<file path="config.mk">
export PLATFORM = sky130hd
export DESIGN_NAME = ls_pair_tx
export DESIGN_NICKNAME = d
export VERILOG_FILES = /design/src/rtl/ls_pkg.sv /design/src/rtl/ls_gap_timer.sv /design/src/rtl/ls_serializer.sv /design/src/rtl/ls_pair_tx.sv
export SDC_FILE = /design/constraint.sdc
export NUM_CORES = 1
export LEC_CHECK = 0
export BUFFER_PORTS_ARGS = -buffer_cell sky130_fd_sc_hd__buf_2
export CAP_MARGIN = 25
export CORE_MARGIN = 2
export CORE_UTILIZATION = 50
export DETAILED_ROUTE_END_ITERATION = 8
export PLACE_DENSITY = 0.73
export SYNTH_ARGS = -nofsm -noshare
export SYNTH_HDL_FRONTEND = slang
export SYNTH_SLANG_ARGS = --single-unit
export TNS_END_PERCENT = 1
</file>
<file path="constraint.sdc">
create_clock -name clk -period 3 [get_ports clk]
set_input_delay 0.75 -clock clk [delete_from_list [all_inputs] [get_ports clk]]
set_output_delay 0.75 -clock clk [all_outputs]
set_load 0.01 [all_outputs]
</file>
<file path="src/rtl/ls_pkg.sv">
package ls_pkg;

  // Effective strobe spacing: never shorter than the time one byte occupies the lanes.
  function automatic int unsigned gap_len(input int unsigned min_gap, input int unsigned beats);
    return (min_gap > beats) ? min_gap : beats;
  endfunction

  function automatic int unsigned cnt_width(input int unsigned max_val);
    return (max_val < 2) ? 1 : $clog2(max_val + 1);
  endfunction

endpackage

</file>
<file path="src/rtl/ls_gap_timer.sv">
module ls_gap_timer
  import ls_pkg::*;
#(
  parameter int unsigned GAP = 8
) (
  input  logic clk,
  input  logic rst_n,
  input  logic load,
  output logic idle
);
  localparam int unsigned CW = cnt_width(GAP);

  logic [CW-1:0] cnt_q, cnt_d;

  always_comb begin
    cnt_d = cnt_q;
    if (load) begin
      cnt_d = CW'(GAP - 1);
    end else if (cnt_q != '0) begin
      cnt_d = cnt_q - 1'b1;
    end
  end

  always_ff @(posedge clk or negedge rst_n) begin
    if (!rst_n) begin
      cnt_q <= '0;
    end else begin
      cnt_q <= cnt_d;
    end
  end

  assign idle = (cnt_q == '0);
endmodule

</file>
<file path="src/rtl/ls_serializer.sv">
module ls_serializer
  import ls_pkg::*;
#(
  parameter int unsigned BYTE_W = 8,
  parameter int unsigned LANE_W = 2
) (
  input  logic              clk,
  input  logic              rst_n,
  input  logic              link_en,
  input  logic              load,
  input  logic [BYTE_W-1:0] din,
  input  logic              sof,
  output logic [LANE_W-1:0] lane,
  output logic              first,
  output logic              frame,
  output logic              busy
);
  localparam int unsigned BEATS = BYTE_W / LANE_W;
  localparam int unsigned BW    = cnt_width(BEATS);

  logic [BYTE_W-1:0] sh_q, sh_d;
  logic [BW-1:0]     beats_q, beats_d;
  logic              first_q, first_d;
  logic              sof_q, sof_d;
  logic              active;

  always_comb begin
    sh_d    = sh_q;
    beats_d = beats_q;
    first_d = 1'b0;
    sof_d   = 1'b0;
    if (!link_en) begin
      sh_d    = '0;
      beats_d = '0;
    end else if (load) begin
      sh_d    = din;
      beats_d = BW'(BEATS);
      first_d = 1'b1;
      sof_d   = sof;
    end else if (beats_q != '0) begin
      sh_d    = sh_q << LANE_W;
      beats_d = beats_q - 1'b1;
    end else begin
      sh_d    = '0;
    end
  end

  always_ff @(posedge clk or negedge rst_n) begin
    if (!rst_n) begin
      sh_q    <= '0;
      beats_q <= '0;
      first_q <= 1'b0;
      sof_q   <= 1'b0;
    end else begin
      sh_q    <= sh_d;
      beats_q <= beats_d;
      first_q <= first_d;
      sof_q   <= sof_d;
    end
  end

  assign active = (beats_q != '0) && link_en;

  // Top pair of the shift register; lane g takes bit (BYTE_W-LANE_W+g).
  for (genvar g = 0; g < LANE_W; g++) begin : g_lane
    assign lane[g] = active & sh_q[BYTE_W-LANE_W+g];
  end

  assign first = first_q & active;
  assign frame = first_q & sof_q & active;
  assign busy  = (beats_q > BW'(1));
endmodule

</file>
<file path="src/rtl/ls_pair_tx.sv">
module ls_pair_tx
  import ls_pkg::*;
#(
  parameter int unsigned BYTE_W  = 8,
  parameter int unsigned LANE_W  = 2,
  parameter int unsigned MIN_GAP = 8
) (
  input  logic              clk,
  input  logic              rst_n,
  input  logic              link_en,
  input  logic              in_valid,
  input  logic [BYTE_W-1:0] in_data,
  input  logic              in_sof,
  output logic              in_ready,
  output logic [LANE_W-1:0] lnk_data,
  output logic              lnk_strobe,
  output logic              lnk_frame
);
  localparam int unsigned BEATS = BYTE_W / LANE_W;
  localparam int unsigned GAP   = gap_len(MIN_GAP, BEATS);

  logic gap_idle;
  logic ser_busy;
  logic accept;

  assign in_ready = link_en & gap_idle & ~ser_busy;
  assign accept   = in_valid & in_ready;

  ls_gap_timer #(.GAP(GAP)) u_gap (
    .clk   (clk),
    .rst_n (rst_n),
    .load  (accept),
    .idle  (gap_idle)
  );

  ls_serializer #(.BYTE_W(BYTE_W), .LANE_W(LANE_W)) u_ser (
    .clk     (clk),
    .rst_n   (rst_n),
    .link_en (link_en),
    .load    (accept),
    .din     (in_data),
    .sof     (in_sof),
    .lane    (lnk_data),
    .first   (lnk_strobe),
    .frame   (lnk_frame),
    .busy    (ser_busy)
  );
endmodule

</file>
==> impl_metrics.py <==
metrics = {
    "run_status": {
        "status": "finished clean",
    },
    "job": {
        "drv_cap": 0,
    },
    "detailed_routing": {
        "wl_per_cell_um": 12.3,
        "vias": 626,
        "drc": 0,
        "wirelength_um": 1540,
        "drt_iter0_drc": 9,
        "via_per_inst": 5.01,
        "ant_nets": 0,
        "first_pass_iters": 3,
    },
    "sta": {
        "fin_hold_ws_ns": 0.357,
        "fin_crit_sh": 0.859,
        "max_freq_mhz": 388,
        "setup_slack_ns": 0.423,
        "slew_viol_final": 0,
        "fin_tns_setup_ns": 0,
        "slew_headroom": 0.748,
        "rsz0062_at_grt": "no",
        "min_period_ns": 2.58,
        "tightest_slew_ns": 0.378,
        "finalClockSkew_ns": 0.00489,
        "finalHoldViolations": 0,
        "finalSetupViolations": 0,
    },
    "floorplan": {
        "core_area_mm2": 0.00175,
        "fp.dieH_um": 47.1,
        "num_io_pins": 18,
        "fp.dieW_um": 47.1,
        "die-area_mm2": 0.00222,
        "num_rows": 15,
        "start_util": 0.532,
    },
    "synth": {
        "synth_compound_area_frac": 0.0943,
        "synthXorXnorAreaFrac": 0.0189,
        "syn_nets": 100,
        "syn_area_um2": 928,
        "ys_warn_count": 0,
        "synth_top_family_by_area": "simple AND/OR/NAND/NOR gates",
        "syn_area_per_cell_um2": 11.3,
        "synthAdderAreaFrac": 0.0674,
        "netlist-cell-type-count": 32,
        "seq_area_frac_synth": 0.458,
        "synth.area.mux_share": 0.104,
        "synth_cells": 82,
        "synth_seq_cells": 17,
        "yosys.area_share.simple": 0.190,
    },
    "clock_tree": {
        "cts_tree": "done",
        "clk_path_buf_depth": 2,
        "clock_latency_ns": 0.29,
        "post_cts_buffers": 0,
        "root_buffer": "clkbuf_4",
        "cts_inserted_buffers": 3,
        "clk_pin_slew_worst_paths_ns": 0.10,
        "clock_sinks": 17,
        "ctsHoldBuffers": 0,
        "cts-htree-levels": 1,
        "cts_resized": 0,
    },
    "finish": {
        "diodes": 0,
        "syn_to_final_growth_pct": 12.3,
        "drive_gt1_frac": 0.360,
        "fin_nets": 119,
        "mostFrequentLayoutCells": "buf_2 (17), dfrtp_1 (17), inv_1 (9)",
        "fillers": 155,
    },
    "grt": {
        "grt_max_degree": 18,
        "grt_pass1_vias": 584,
        "track_usage": 0.167,
        "antenna_found_initial": 0,
        "grt_pass1_wl_um": 2430,
        "grt.overflow.total": 0,
    },
    "worst_setup_path": {
        "worstSetupPathType": "flip-flop to output port",
        "cp.required_ns": 2.25,
        "cp-end-kind": "output port",
        "crit_arrival_ns": 1.83,
        "startpoint_type": "flip-flop",
        "cp_max_fo": 11,
    },
    "power": {
        "leakagePower_uw": 0.000600,
        "vdd_ir_drop_max_mv": 0.403,
        "power.density_mw_per_mm2": 732,
    },
    "min_path": {
        "hp-class": "primary input to asynchronous set/reset pin",
    },
    "placement": {
        "gp_congestion": 0.717,
        "portBuffers": 17,
        "post-place-ws_ns": 0.733,
        "dpl.hpwl_um": 1130,
    },
}
[Yosys cell counts]
library cell  number  area share
dfrtp_1           17        0.46
inv_1              9       0.036
and3_1             5       0.034
and3_2             5       0.040
ha_1               5       0.067
mux2_4             5       0.081
a21oi_1            4       0.022
nand2_1            4       0.016
nor2_1             4       0.016
xnor2_1            2       0.019
a21o_1             1      0.0081
a22oi_1            1      0.0081
a311oi_1           1      0.0094
and2_1             1      0.0067
and2b_2            1      0.0094
and4bb_1           1       0.013
buf_6              1       0.012
clkbuf_1           1      0.0040
clkbuf_8           1       0.015
mux2_2             1       0.012
mux2i_1            1       0.011
nand2b_1           1      0.0067
nand3_1            1      0.0054
nand3_2            1       0.011
nor3_1             1      0.0054
nor3b_1            1      0.0081
o211a_1            1       0.011
o21ai_0            1      0.0054
o21bai_4           1       0.020
o311a_1            1       0.011
or3_2              1      0.0081
or3b_2             1      0.0094
[layer usage]
layer / vias up / track usage / wire length (µm)
li1: 315 / - / -
met1: 292 / 0.179 / 687
met2: 14 / 0.290 / 756
met3: 5 / 0.0346 / 51
met4: 0 / 0.117 / 42
met5: - / 0 / 0
[critical path, cell delays in order (launching register included)]
cell and delay [ns]:
dfrtp_1 0.42, inv_1 0.15, ha_1 0.20, nand2b_1 0.23, and3_1 0.27, and2_1 0.14
buf_2 0.13
[stage by stage]
step	std cells	area, µm²	total power (µW)	util
floorplan	82	928	601	-
global placement	121	1020	636	0.582
detailed placement	121	1020	649	0.582
CTS	125	1040	775	0.597
global route	125	1040	836	0.597
finish	125	1040	763	0.597
[cell type report]
cell class	instances	area (µm²)	share of cell area
clock buffer	4	26.3	0.0252
multi-input combinational	53	440	0.423
inverter	9	33.8	0.0324
timing repair buffer	17	85.1	0.0816
sequential	17	425	0.408
tap	25	31.3	0.0300
[sequential cells by signal, indices dropped and copies added (netlist names)]
register and count:
u_ser.beats_q 3, u_ser.sh_q 8, u_gap.cnt_q 4, u_ser.sof_q 1, u_ser.first_q 1
[report_power, final]
group          internal, µW  total, µW  switching, µW
Sequential              281        331           49.5
Clock                  51.8        123           71.1
Combinational           150        310            160
Total                   483        763            280
[kinds of logic after synthesis]
family          after synthesis
flops                        17
xor+xnor                      2
fa+ha+maj                     5
mux                           7
compound gates               11
buf+inv                      12
simple gates                 28
[worst paths after layout]
path / from / endpoint / slack (ns) / depth (start not counted)
min reg2reg: u_gap.cnt_q[0]$_DFFE_PN0P_ / u_gap.cnt_q[0]$_DFFE_PN0P_ / 0.51 / 1
min: rst_n / u_ser.sh_q[7]$_DFF_PN0_ / 0.36 / 1
max reg2reg: u_gap.cnt_q[0]$_DFFE_PN0P_ / u_ser.sh_q[4]$_DFF_PN0_ / 1.27 / 5
max: u_ser.beats_q[1]$_DFFE_PN0P_ / lnk_frame / 0.42 / 6
min in group clk: u_gap.cnt_q[0]$_DFFE_PN0P_ / u_gap.cnt_q[0]$_DFFE_PN0P_ / 0.51 / 1
max in group asynchronous: rst_n / u_ser.sh_q[4]$_DFF_PN0_ / 2.37 / 1
Power figures use the tool's default switching activity.
